--- src/rtl/fpg_pkg.sv ---
package fpg_pkg;
  typedef enum logic [1:0] {
    SEL_GATE  = 2'd0,
    SEL_CPA   = 2'd1,
    SEL_HTRAP = 2'd2,
    SEL_NONE  = 2'd3
  } fpg_sel_e;

  localparam logic [1:0] TRAP_TO_NONE = 2'd0;
  localparam logic [1:0] TRAP_TO_EL1  = 2'd1;
  localparam logic [1:0] TRAP_TO_EL2  = 2'd2;
  localparam logic [1:0] EL_TOP       = 2'd3;

  function automatic logic [1:0] trap_target(input logic [1:0] el);
    return (el == 2'd2) ? TRAP_TO_EL2 : TRAP_TO_EL1;
  endfunction
endpackage

--- src/rtl/fpg_guard_reg.sv ---
module fpg_guard_reg #(
  parameter int DATA_W  = 32,
  parameter int FLD_LO  = 0,
  parameter int FLD_W   = 1,
  parameter bit PROTECT = 1'b0
) (
  input  logic              clk,
  input  logic              rst,
  input  logic              wr_en,
  input  logic              hold_field,
  input  logic [DATA_W-1:0] wdata,
  output logic [DATA_W-1:0] q
);
  localparam logic [DATA_W-1:0] FLD_MASK =
    ((DATA_W'(1) << FLD_W) - DATA_W'(1)) << FLD_LO;

  logic [DATA_W-1:0] next_val;

  generate
    if (PROTECT) begin : g_prot
      always_comb begin
        if (hold_field) next_val = (wdata & ~FLD_MASK) | (q & FLD_MASK);
        else            next_val = wdata;
      end
    end else begin : g_plain
      logic unused_hold;
      assign unused_hold = hold_field;
      always_comb next_val = wdata;
    end
  endgenerate

  always_ff @(posedge clk) begin
    if (rst)        q <= '0;
    else if (wr_en) q <= next_val;
  end
endmodule

--- src/rtl/fpg_gate_eval.sv ---
module fpg_gate_eval (
  input  logic gate_bit,
  input  logic in_secure,
  input  logic top_el_present,
  input  logic top_el_32bit,
  output logic gate_active
);
  always_comb
    gate_active = top_el_present & top_el_32bit & ~in_secure & ~gate_bit;
endmodule

--- src/rtl/fpg_read_mux.sv ---
module fpg_read_mux
  import fpg_pkg::*;
#(
  parameter int DATA_W = 32,
  parameter int CPA_LO = 20,
  parameter int CPA_W  = 4,
  parameter int HTR_LO = 10,
  parameter int HTR_W  = 2
) (
  input  logic [1:0]        sel,
  input  logic              gate_active,
  input  logic [DATA_W-1:0] gate_q,
  input  logic [DATA_W-1:0] cpa_q,
  input  logic [DATA_W-1:0] htr_q,
  output logic [DATA_W-1:0] rdata
);
  localparam logic [DATA_W-1:0] CPA_MASK =
    ((DATA_W'(1) << CPA_W) - DATA_W'(1)) << CPA_LO;
  localparam logic [DATA_W-1:0] HTR_MASK =
    ((DATA_W'(1) << HTR_W) - DATA_W'(1)) << HTR_LO;

  logic [DATA_W-1:0] cpa_view;
  logic [DATA_W-1:0] htr_view;

  always_comb begin
    cpa_view = gate_active ? (cpa_q & ~CPA_MASK) : cpa_q;
    htr_view = gate_active ? (htr_q | HTR_MASK)  : htr_q;
    case (fpg_sel_e'(sel))
      SEL_GATE:  rdata = gate_q;
      SEL_CPA:   rdata = cpa_view;
      SEL_HTRAP: rdata = htr_view;
      default:   rdata = '0;
    endcase
  end
endmodule

--- src/rtl/fpg_trap_eval.sv ---
module fpg_trap_eval
  import fpg_pkg::*;
(
  input  logic       fp_req,
  input  logic       gate_active,
  input  logic [1:0] cur_el,
  output logic       fp_trap,
  output logic [1:0] fp_trap_el
);
  logic low_level;

  always_comb begin
    low_level  = (cur_el != EL_TOP);
    fp_trap    = fp_req & gate_active & low_level;
    fp_trap_el = fp_trap ? trap_target(cur_el) : TRAP_TO_NONE;
  end
endmodule

--- src/rtl/fp_gate_ctrl.sv ---
module fp_gate_ctrl
  import fpg_pkg::*;
#(
  parameter int DATA_W   = 32,
  parameter int GATE_BIT = 10,
  parameter int CPA_LO   = 20,
  parameter int CPA_W    = 4,
  parameter int HTR_LO   = 10,
  parameter int HTR_W    = 2
) (
  input  logic              clk,
  input  logic              rst,
  input  logic [1:0]        reg_sel,
  input  logic              reg_we,
  input  logic [DATA_W-1:0] reg_wdata,
  output logic [DATA_W-1:0] reg_rdata,
  input  logic              in_secure,
  input  logic [1:0]        cur_el,
  input  logic              top_el_present,
  input  logic              top_el_32bit,
  input  logic              fp_req,
  output logic              fp_trap,
  output logic [1:0]        fp_trap_el
);
  logic [DATA_W-1:0] gate_q, cpa_q, htr_q;
  logic gate_active;
  logic gate_we, cpa_we, htr_we;
  fpg_sel_e sel_e;

  always_comb begin
    sel_e   = fpg_sel_e'(reg_sel);
    gate_we = reg_we & (sel_e == SEL_GATE)  & in_secure;
    cpa_we  = reg_we & (sel_e == SEL_CPA)   & (cur_el != 2'd0);
    htr_we  = reg_we & (sel_e == SEL_HTRAP) & cur_el[1];
  end

  fpg_gate_eval u_gate (
    .gate_bit       (gate_q[GATE_BIT]),
    .in_secure      (in_secure),
    .top_el_present (top_el_present),
    .top_el_32bit   (top_el_32bit),
    .gate_active    (gate_active)
  );

  fpg_guard_reg #(.DATA_W(DATA_W), .FLD_LO(GATE_BIT), .FLD_W(1), .PROTECT(1'b0)) u_gate_reg (
    .clk(clk), .rst(rst), .wr_en(gate_we), .hold_field(1'b0),
    .wdata(reg_wdata), .q(gate_q)
  );

  fpg_guard_reg #(.DATA_W(DATA_W), .FLD_LO(CPA_LO), .FLD_W(CPA_W), .PROTECT(1'b1)) u_cpa_reg (
    .clk(clk), .rst(rst), .wr_en(cpa_we), .hold_field(gate_active),
    .wdata(reg_wdata), .q(cpa_q)
  );

  fpg_guard_reg #(.DATA_W(DATA_W), .FLD_LO(HTR_LO), .FLD_W(HTR_W), .PROTECT(1'b1)) u_htr_reg (
    .clk(clk), .rst(rst), .wr_en(htr_we), .hold_field(gate_active),
    .wdata(reg_wdata), .q(htr_q)
  );

  fpg_read_mux #(
    .DATA_W(DATA_W), .CPA_LO(CPA_LO), .CPA_W(CPA_W),
    .HTR_LO(HTR_LO), .HTR_W(HTR_W)
  ) u_rmux (
    .sel(reg_sel), .gate_active(gate_active),
    .gate_q(gate_q), .cpa_q(cpa_q), .htr_q(htr_q),
    .rdata(reg_rdata)
  );

  fpg_trap_eval u_trap (
    .fp_req(fp_req), .gate_active(gate_active), .cur_el(cur_el),
    .fp_trap(fp_trap), .fp_trap_el(fp_trap_el)
  );
endmodule

--- config.mk ---
export PLATFORM = sky130hd
export DESIGN_NAME = fp_gate_ctrl
export DESIGN_NICKNAME = d
export VERILOG_FILES = /design/src/rtl/fpg_pkg.sv /design/src/rtl/fpg_guard_reg.sv /design/src/rtl/fpg_gate_eval.sv /design/src/rtl/fpg_read_mux.sv /design/src/rtl/fpg_trap_eval.sv /design/src/rtl/fp_gate_ctrl.sv
export SDC_FILE = /design/constraint.sdc
export NUM_CORES = 1
export LEC_CHECK = 0
export BUFFER_PORTS_ARGS = -buffer_cell sky130_fd_sc_hd__buf_2
export CAP_MARGIN = 30
export CORE_MARGIN = 10
export CORE_UTILIZATION = 53
export DETAILED_ROUTE_END_ITERATION = 6
export PLACE_DENSITY = 0.72
export SYNTH_ARGS = -nofsm -noshare
export SYNTH_HDL_FRONTEND = slang
export SYNTH_HIERARCHICAL = 1
export SYNTH_SLANG_ARGS = --single-unit
--- constraint.sdc ---
create_clock -name clk -period 1.5 [get_ports clk]
set_clock_uncertainty 0.1 [all_clocks]
set_input_delay 0.15 -clock clk [delete_from_list [all_inputs] [get_ports clk]]
set_output_delay 0.15 -clock clk [all_outputs]
set_load 0.01 [all_outputs]
==> results of run 1 <==
==> cell type report <==
| type | instances | area share, % |
|---|---|---|
| Sequential cell | 96 | 34.53 |
| Tap cell | 105 | 2.359 |
| Multi-Input combinational cell | 282 | 40.93 |
| Clock inverter | 4 | 0.9211 |
| Timing Repair Buffer | 138 | 18.29 |
| Clock buffer | 12 | 2.966 |
==> power by group <==
| part | internal [mW] | switching, mW | total, mW | leakage, nW |
|---|---|---|---|---|
| logic | 0.305 | 0.316 | 0.621 | 1.34 |
| registers | 2.61 | 0.0329 | 2.64 | 0.778 |
| clock network | 0.908 | 0.887 | 1.80 | 0.109 |
==> sequential cells by signal (all words and copies together) (netlist names) <==
signal and count:
u_cpa_reg/q 32, u_gate_reg/q 32, u_htr_reg/q 32
==> stage by stage <==
| step | setup slack (ns) | power, mW |
|---|---|---|
| CTS | -0.3183 | 5.104 |
| global route | -0.3545 | 5.271 |
| finish | -0.2944 | 5.058 |
| floorplan | 0.1175 | 3.056 |
| detailed placement | -0.0004199 | 3.244 |
| global placement | 0.01124 | 3.232 |
==> worst min path at each step <==
| stage | to |
|---|---|
| finish | u_gate_reg/q[22] |
| global placement | u_htr_reg/q[6] |
| detailed placement | u_htr_reg/q[3] |
| global route | u_htr_reg/q[26] |
| floorplan | u_gate_reg/q[29] |
| CTS | u_gate_reg/q[22] |
==> layer usage <==
layer	up-vias	global-route usage (%)
li1	1662	-
met1	1591	19.94
met2	74	28.23
met3	15	5.538
met4	0	4.146
met5	-	0
==> placed cells by master (no fill, tap or decap), types with 6 or more instances in the layout <==
cell type / instances
buf_2: 77
o2bb2ai_1: 8
o2bb2ai_2: 20
dlygate4sd3_1: 32
nand4bb_1: 6
buf_12: 7
buf_4: 20
mux2i_1: 120
nor2_1: 91
dfxtp_1: 95
clkbuf_8: 12
nand2b_1: 6
==> worst register-to-register path: stages (launching register included) <==
cell	delay, ns
dfxtp_2	0.33
and4bb_2	0.34
buf_6	0.13
buf_4	0.14
nand4bb_1	0.11
o21ai_0	0.10
==> repair_timing <==
action | CTS | global route
pin swaps | 3 | 1
gates resized for setup | 10 | 2
setup buffers | 1 | 0
hold buffers | 32 | 0
endpoints found under the hold margin | 94 | 0
setup endpoints to repair | 9 | 18
==> metrics, run 1 <==
CP top delay family simple AND/OR/NAND/NOR gates; reg2reg setup slack 0.13 ns; Critical path buffers and inverters 1; Setup TNS -2.177 ns; status complete, but fails checks; die area 0.01261 sq mm; Bufs on Longest Clock Path 2; slowest stage cell on the critical path dfxtp_2; Syn Nets 454; port buffer count 77; failing checks setup timing; via count 3342; CP Capture Type primary output; M1 WL 4.821 mm; R2R depth 5; max_cap viols 0; Worst Hold Depth 3; Syn Inst Count 411; met2 wire length 5.094 mm; TritonCTS clock tree built; crit path DAT 1.54 ns; Crit path largest cell delay 0.33 ns; multi-input combinational cell area 0.002280 sq mm; Starting Density 54.68%; GRT Total Usage 16.70%; pin count of the biggest net entering global routing 63; reg2reg start u_gate_reg/q[10]; Critical Path Start u_gate_reg/q[10]; capture point of the worst reg-to-reg path u_cpa_reg/q[23]; FILL cells 643; Die W 112.3 um; vias in the first global route 3450; Post-Layout Cell Count 637; Post-Syn Area 0.004516 sq mm; Die Height 112.3 um; initial antenna violation count 0; fin crit share 119.6%; DRC 0; Worst Setup Slack, final -0.2944 ns; minimum clock period 1.794 ns; crit start category flip-flop; Setup crit end reg_rdata[22]; layout cells sized above 1 29.89%; Critical Path Stages 4; DR pass1 iterations 4; final count of hold timing violations 0; Max Clk Rate 0.5573 GHz; highest routed metal layer met4; Routed WL 10.61 mm; Final #Nets 570; # diodes 0; core area 0.008258 sq mm; detailed placement HPWL 7.235 mm; Pleak 2.227 nW; Remaining Overflow, GRT 0; worst hold slack 0.1299 ns; Layout area overhead 23.33%; WL per Instance 16.65 um; GP Congestion 0.7459; power per cell area 908.2 mW/mm^2; clk slew on worst S/H paths 0.09 ns; hold wc startpoint rst; Sink Count 96; Worst-Skew Late Latency 0.36 ns; CP Class reg -> out; Placed Cells incl. Taps 588; clock buffer count from CTS 9; CTS H-tree depth 3; worst-path cell chain and4bb_2 > or2_4 > o22ai_2 > buf_2; CP Data Required Time 1.25 ns; Avg Inst Size Synth 10.99 sq um; DR iter-0 viols 112; Vias/cell 5.246; Final Max Slew Viols 0; CP max FO 5; HP Class in -> reg; row count 33; unrepaired setup endpoints after global routing yes; first-pass GRT wire length 17.61 mm; Slew Limit Headroom 80.57%; met3 wire len 554 um; Final Setup Violations 9; Max rail drop VDD 0.8247 mV; register area 0.001923 sq mm; yosys warns 6; ANT nets after route 0; IO Count 78; Core Util, Final 67.44%; root buffer cell clkbuf_8; final instance area 0.005569 sq mm; Worst-Margin Slew 0.2908 ns; placed inst area 0.004972 sq mm
No activity file was read; power rests on OpenSTA's default activity.
==> run 2, diff against run 1 <==
RECOVER_POWER = 25   (was not set)
==> run 2 against run 1 <==
  * Global-route usage stayed put
  * Sequential power about the same
  * Largest power group unchanged
  * Highest routed layer unchanged
  * The flow still finishes with violations (setup timing)
  * First-iteration DRC count down 8.9%
  * Sequential share of layout area is 0.31 points higher
  * Cell count stayed put
  * Largest cell class unchanged
  * Utilization decreased by 0.59 points
  * Critical path type unchanged
==> metrics, run 2 (synthesis gave the netlist of run 1 again) <==
port buffer count 77 (unchanged); TritonCTS clock tree built; register area 0.001923 sq mm (unchanged); max_cap viols 0 (unchanged); Worst Setup Slack, final -0.2948 ns (-0.0003610 ns); row count 33 (unchanged); clk slew on worst S/H paths 0.09 ns (about the same); Bufs on Longest Clock Path 2 (unchanged); pin count of the biggest net entering global routing 63 (unchanged); initial antenna violation count 0 (unchanged); # diodes 0 (unchanged); via count 3344 (+0.060%); Worst-Margin Slew 0.5210 ns (+0.2301 ns); WL per Instance 16.64 um (about the same); Max rail drop VDD 0.8229 mV (-0.22%); Remaining Overflow, GRT 0 (unchanged); detailed placement HPWL 7.235 mm (unchanged); final count of hold timing violations 0 (unchanged); met2 usage 28.23% (unchanged); Vias/cell 5.250 (about the same); HP Class in -> reg; clock buffer count from CTS 9 (unchanged); multi-input combinational cell area 0.002280 sq mm (unchanged); core area 0.008258 sq mm (unchanged); Sink Count 96 (unchanged); status complete, but fails checks; Worst-Skew Late Latency 0.36 ns (about the same); slowest stage cell on the critical path dfxtp_2; GRT met1 Usage 19.94% (unchanged); fin crit share 119.7% (about the same); Slew Limit Headroom 65.27% (-15 points); die area 0.01261 sq mm (unchanged); minimum clock period 1.795 ns (+0.0003610 ns); grt peak-use layer met2; CTS H-tree depth 3 (unchanged); grt met3 use 5.538% (unchanged); Final Setup Violations 9 (unchanged); Max Clk Rate 0.5572 GHz (about the same); Pleak 2.214 nW (-0.59%); Final #Nets 570 (unchanged); crit start category flip-flop; FILL cells 652 (+1.4%); CP Data Required Time 1.25 ns (about the same); Core Util, Final 66.85% (-0.59 points); DR pass1 iterations 4 (unchanged); pre-CTS setup slack -0.0004199 ns (unchanged); vias in the first global route 3450 (unchanged); reg2reg setup slack 0.14 ns (about the same); CP Class reg -> out; worst-path cell chain and4bb_2 > or2_4 > o22ai_2 > buf_2; commonest non-fill, non-tap cell in the layout mux2i_1; Die Height 112.3 um (unchanged); most frequent cells in the layout 120 x mux2i_1, 95 x dfxtp_1, 91 x nor2_1; GP Congestion 0.7459 (unchanged); biggest regs u_cpa_reg/q: 32 flops, u_gate_reg/q: 32 flops, u_htr_reg/q: 32 flops; Starting Density 54.68% (unchanged); layout cells sized above 1 29.51% (-0.38 points); CP max FO 5 (unchanged); Routed WL 10.60 mm (about the same); power per cell area 914.1 mW/mm^2 (+0.64%); unrepaired setup endpoints after global routing yes; first-pass GRT wire length 17.61 mm (unchanged); crit path DAT 1.54 ns (about the same); DR iter-0 viols 102 (-8.9%); IO Count 78 (unchanged); Final Max Slew Viols 0 (unchanged); CP Capture Type primary output; DRC 0 (unchanged); GRT Total Usage 16.70% (unchanged); Layout area overhead 22.25%; Crit path largest cell delay 0.33 ns (about the same); ANT nets after route 0 (unchanged); root buffer cell clkbuf_8; Die W 112.3 um (unchanged); failing checks setup timing
-- run 2: cell types whose count changed in the layout (fill, tap and decap cells not counted) --
cell,previous run,this run
buf_12,7,4
clkbuf_2,0,3
buf_4,20,18
and4bb_1,0,1
and4bb_2,2,1
clkbuf_1,0,1
clkbuf_4,0,1
-- run 2: cell type report --
type / count / area share (%)
Clock buffer: 12 / 2.992
Clock inverter: 4 / 0.9293
Multi-Input combinational cell: 282 / 41.30
Sequential cell: 96 / 34.84
Tap cell: 105 / 2.380
Timing Repair Buffer: 138 / 17.57
-- run 2: power by group --
part | leakage, nW | internal (mW) | switching (mW) | total [mW]
combinational | 1.33 | 0.295 | 0.314 | 0.610
clock | 0.109 | 0.908 | 0.886 | 1.79
sequential | 0.778 | 2.61 | 0.0329 | 2.64
-- run 2: final timing paths --
kind	from	endpoint	depth (start not counted)
setup reg to reg	u_gate_reg/q[10]	u_cpa_reg/q[23]	5
hold reg to reg	u_htr_reg/q[11]	u_htr_reg/q[11]	2
setup / recovery	u_gate_reg/q[10]	reg_rdata[22]	4
hold / removal	rst	u_gate_reg/q[22]	3
-- run 2: routing by layer --
layer  vias to the layer above  wire (um)
li1                       1658          -
met1                      1605       4790
met2                        68       5157
met3                        13        530
met4                         0        121
met5                         -          0
-- run 2: repair_timing --
item / in CTS / in global routing
hold buffers: 32 / 0
resized for setup: 10 / 2
buffers inserted: 1 / 0
endpoints found under the setup margin: 9 / 18
pin swaps: 3 / 1
hold endpoints to repair: 94 / 0
cloned: 0 / 0
-- run 2: through the flow --
stage / power [mW] / instances / hold WS [ns] / setup TNS [ns] / cell area [sq um]
final: 5.046 / 637 / 0.1303 / -2.174 / 5520
after global routing: 5.260 / 637 / 0.1257 / -2.805 / 5520
after CTS: 5.104 / 637 / 0.1181 / -2.354 / 5563
after detailed placement: 3.244 / 588 / 0.3265 / -0.0004199 / 4972
after global placement: 3.232 / 588 / 0.3153 / 0 / 4972
after floorplan: 3.056 / 411 / 0.1224 / 0 / 4516
-- run 2: critical path: cells and delay by family (launching register included) --
family	cells	cell delay, ns
compound gates	1	0.17
buf+inv	1	0.16
flops	1	0.33
simple gates	2	0.52
==> run 3, diff against run 2 <==
BUFFER_PORTS_ARGS = -buffer_cell sky130_fd_sc_hd__clkbuf_2   (was -buffer_cell sky130_fd_sc_hd__buf_2)
==> run 3 against run 2 <==
  * The run still ends with setup timing left
  * Via count up 0.33%
  * Final area increased by 0.34%
  * Global-route usage fell by 0.26 points
  * Register-to-register slack gained 0.08 ns
  * First-iteration DRC count increased by 47%
  * Critical path depth is the same
  * Utilization up 0.23 points
  * Hold slack better by 0.0099 ns
  * Power rose by 1.9%
  * Die area unchanged
  * Non-clock buffer count down 6
==> metrics, run 3 (synthesis gave the netlist of run 1 again) <==
unrepaired setup endpoints after global routing yes; power per cell area 928.4 mW/mm^2 (+1.6%); Post-Layout Cell Count 631 (-0.94%); HP Class in -> reg; TritonCTS clock tree built; detailed placement HPWL 7.143 mm (-1.3%); FILL cells 675 (+3.5%); failing checks setup timing; pin count of the biggest net entering global routing 62 (-1.6%); Starting Density 54.68% (unchanged); Placed Cells incl. Taps 583 (-0.85%); CP Class reg -> out; GP Congestion 0.7529 (+0.94%); commonest non-fill, non-tap cell in the layout mux2i_1; Max rail drop VDD 0.7135 mV (-13%); max_cap viols 0 (unchanged); port buffer count 77 (unchanged); minimum clock period 1.762 ns (-0.03316 ns); Setup Fix Bufs, Post-CTS 0 (-1); IO Count 78 (unchanged); placed inst area 0.004960 sq mm (-0.25%); final count of hold timing violations 0 (unchanged); vias in the first global route 3469 (+0.55%); clock buffer count from CTS 9 (unchanged); worst hold slack 0.1402 ns (+0.009903 ns); Worst-Margin Slew 0.2711 ns (-0.2499 ns); initial antenna violation count 0 (unchanged); Final Max Slew Viols 0 (unchanged); Final #Nets 564 (-1.1%); clk slew on worst S/H paths 0.09 ns (about the same); crit path DAT 1.51 ns (-0.03 ns); CTS H-tree depth 3 (unchanged); row count 33 (unchanged); final instance area 0.005539 sq mm (+0.34%); Vias/cell 5.317 (+1.3%); CP Capture Type primary output; Die W 112.3 um (unchanged); Slew Limit Headroom 81.83% (+17 points); Die Height 112.3 um (unchanged); crit start category flip-flop; via count 3355 (+0.33%); Bufs on Longest Clock Path 2 (unchanged); DR iter-0 viols 150 (+47%); Layout area overhead 22.67%; root buffer cell clkbuf_8; DRC 0 (unchanged); Core Util, Final 67.08% (+0.23 points); layout cells sized above 1 28.52% (-0.99 points); Worst Setup Slack, final -0.2616 ns (+0.03316 ns); Final Setup Violations 9 (unchanged); biggest regs u_cpa_reg/q: 32 flops, u_gate_reg/q: 32 flops, u_htr_reg/q: 32 flops; status complete, but fails checks; die area 0.01261 sq mm (unchanged); met2 wire length 4.951 mm (-4.0%); WL per Instance 16.70 um (+0.37%); Worst-Skew Late Latency 0.36 ns (about the same); Max Clk Rate 0.5677 GHz (+1.9%); Sink Count 96 (unchanged); met3 wire len 532 um (+0.38%); GRT Total Usage 16.44% (-0.26 points); DR pass1 iterations 4 (unchanged); CP Data Required Time 1.25 ns (about the same); Routed WL 10.54 mm (-0.58%); highest routed metal layer met4; fin crit share 117.4% (-2.2 points); M1 WL 4.894 mm (+2.2%); reg2reg setup slack 0.22 ns (+0.08 ns); core area 0.008258 sq mm (unchanged); ANT nets after route 0 (unchanged); Pwr Total 5.143 mW (+1.9%); # diodes 0 (unchanged); first-pass GRT wire length 17.39 mm (-1.2%); Pleak 2.179 nW (-1.6%); CP max FO 6 (+1); Remaining Overflow, GRT 0 (unchanged); most frequent cells in the layout 120 x mux2i_1, 95 x dfxtp_1, 91 x nor2_1
==> run 3: changes by cell type in the layout (fill, tap and decap cells not counted), moves of 3 or more <==
cell,change
buf_4,-4
clkbuf_2,+65
buf_2,-68
buf_12,+5
clkbuf_8,-3
==> run 3: through the flow <==
stage	TNS (ns)	setup WS, ns
2_1_floorplan	0	0.1175
3_3_place_gp	0	0.04754
3_5_place_dp	-0.06342	-0.03033
4_1_cts	-1.807	-0.2473
5_1_grt	-2.153	-0.3148
6_report	-1.685	-0.2616
==> run 3: routing by layer <==
layer,up-vias,global-route usage [%]
met5,-,0
met4,0,5.245
met3,16,4.260
met2,72,26.54
met1,1606,20.95
li1,1661,-
==> run 3: worst max-delay path, stage by stage, from the launching register on <==
cell and delay (ns):
dfxtp_2 0.34, and4bb_4 0.22, or2_4 0.27, o22ai_1 0.17
buf_2 0.16
==> run 3: timing repair <==
action / CTS / global route
pin swaps: 2 / 4
endpoints found under the hold margin: 90 / 0
gates resized for setup: 4 / 12
hold buffers: 32 / 0
endpoints found under the setup margin: 9 / 9
==> run 3: report_power, final <==
group	switching, mW	total [mW]	leakage [nW]	internal, mW
combinational	0.315	0.615	1.29	0.300
sequential	0.0332	2.64	0.778	2.61
clock	0.927	1.89	0.108	0.959
total	1.28	5.14	2.18	3.87
==> run 3: final timing paths <==
kind,from,cells after the start,to
hold reg to reg,u_htr_reg/q[10],2,u_htr_reg/q[10]
setup / recovery,u_gate_reg/q[10],4,reg_rdata[23]
setup reg to reg,u_gate_reg/q[10],4,u_cpa_reg/q[21]
hold / removal,rst,3,u_cpa_reg/q[29]
==> run 3: area by class of cell <==
type	count	area, sq um	share of cell area (%)
clock inverters	7	103.9	1.875
well taps	105	131.4	2.372
clock buffers	9	123.9	2.236
repair buffers	132	991.0	17.89
multi-input cells	282	2266	40.91
flip-flops and latches	96	1923	34.72
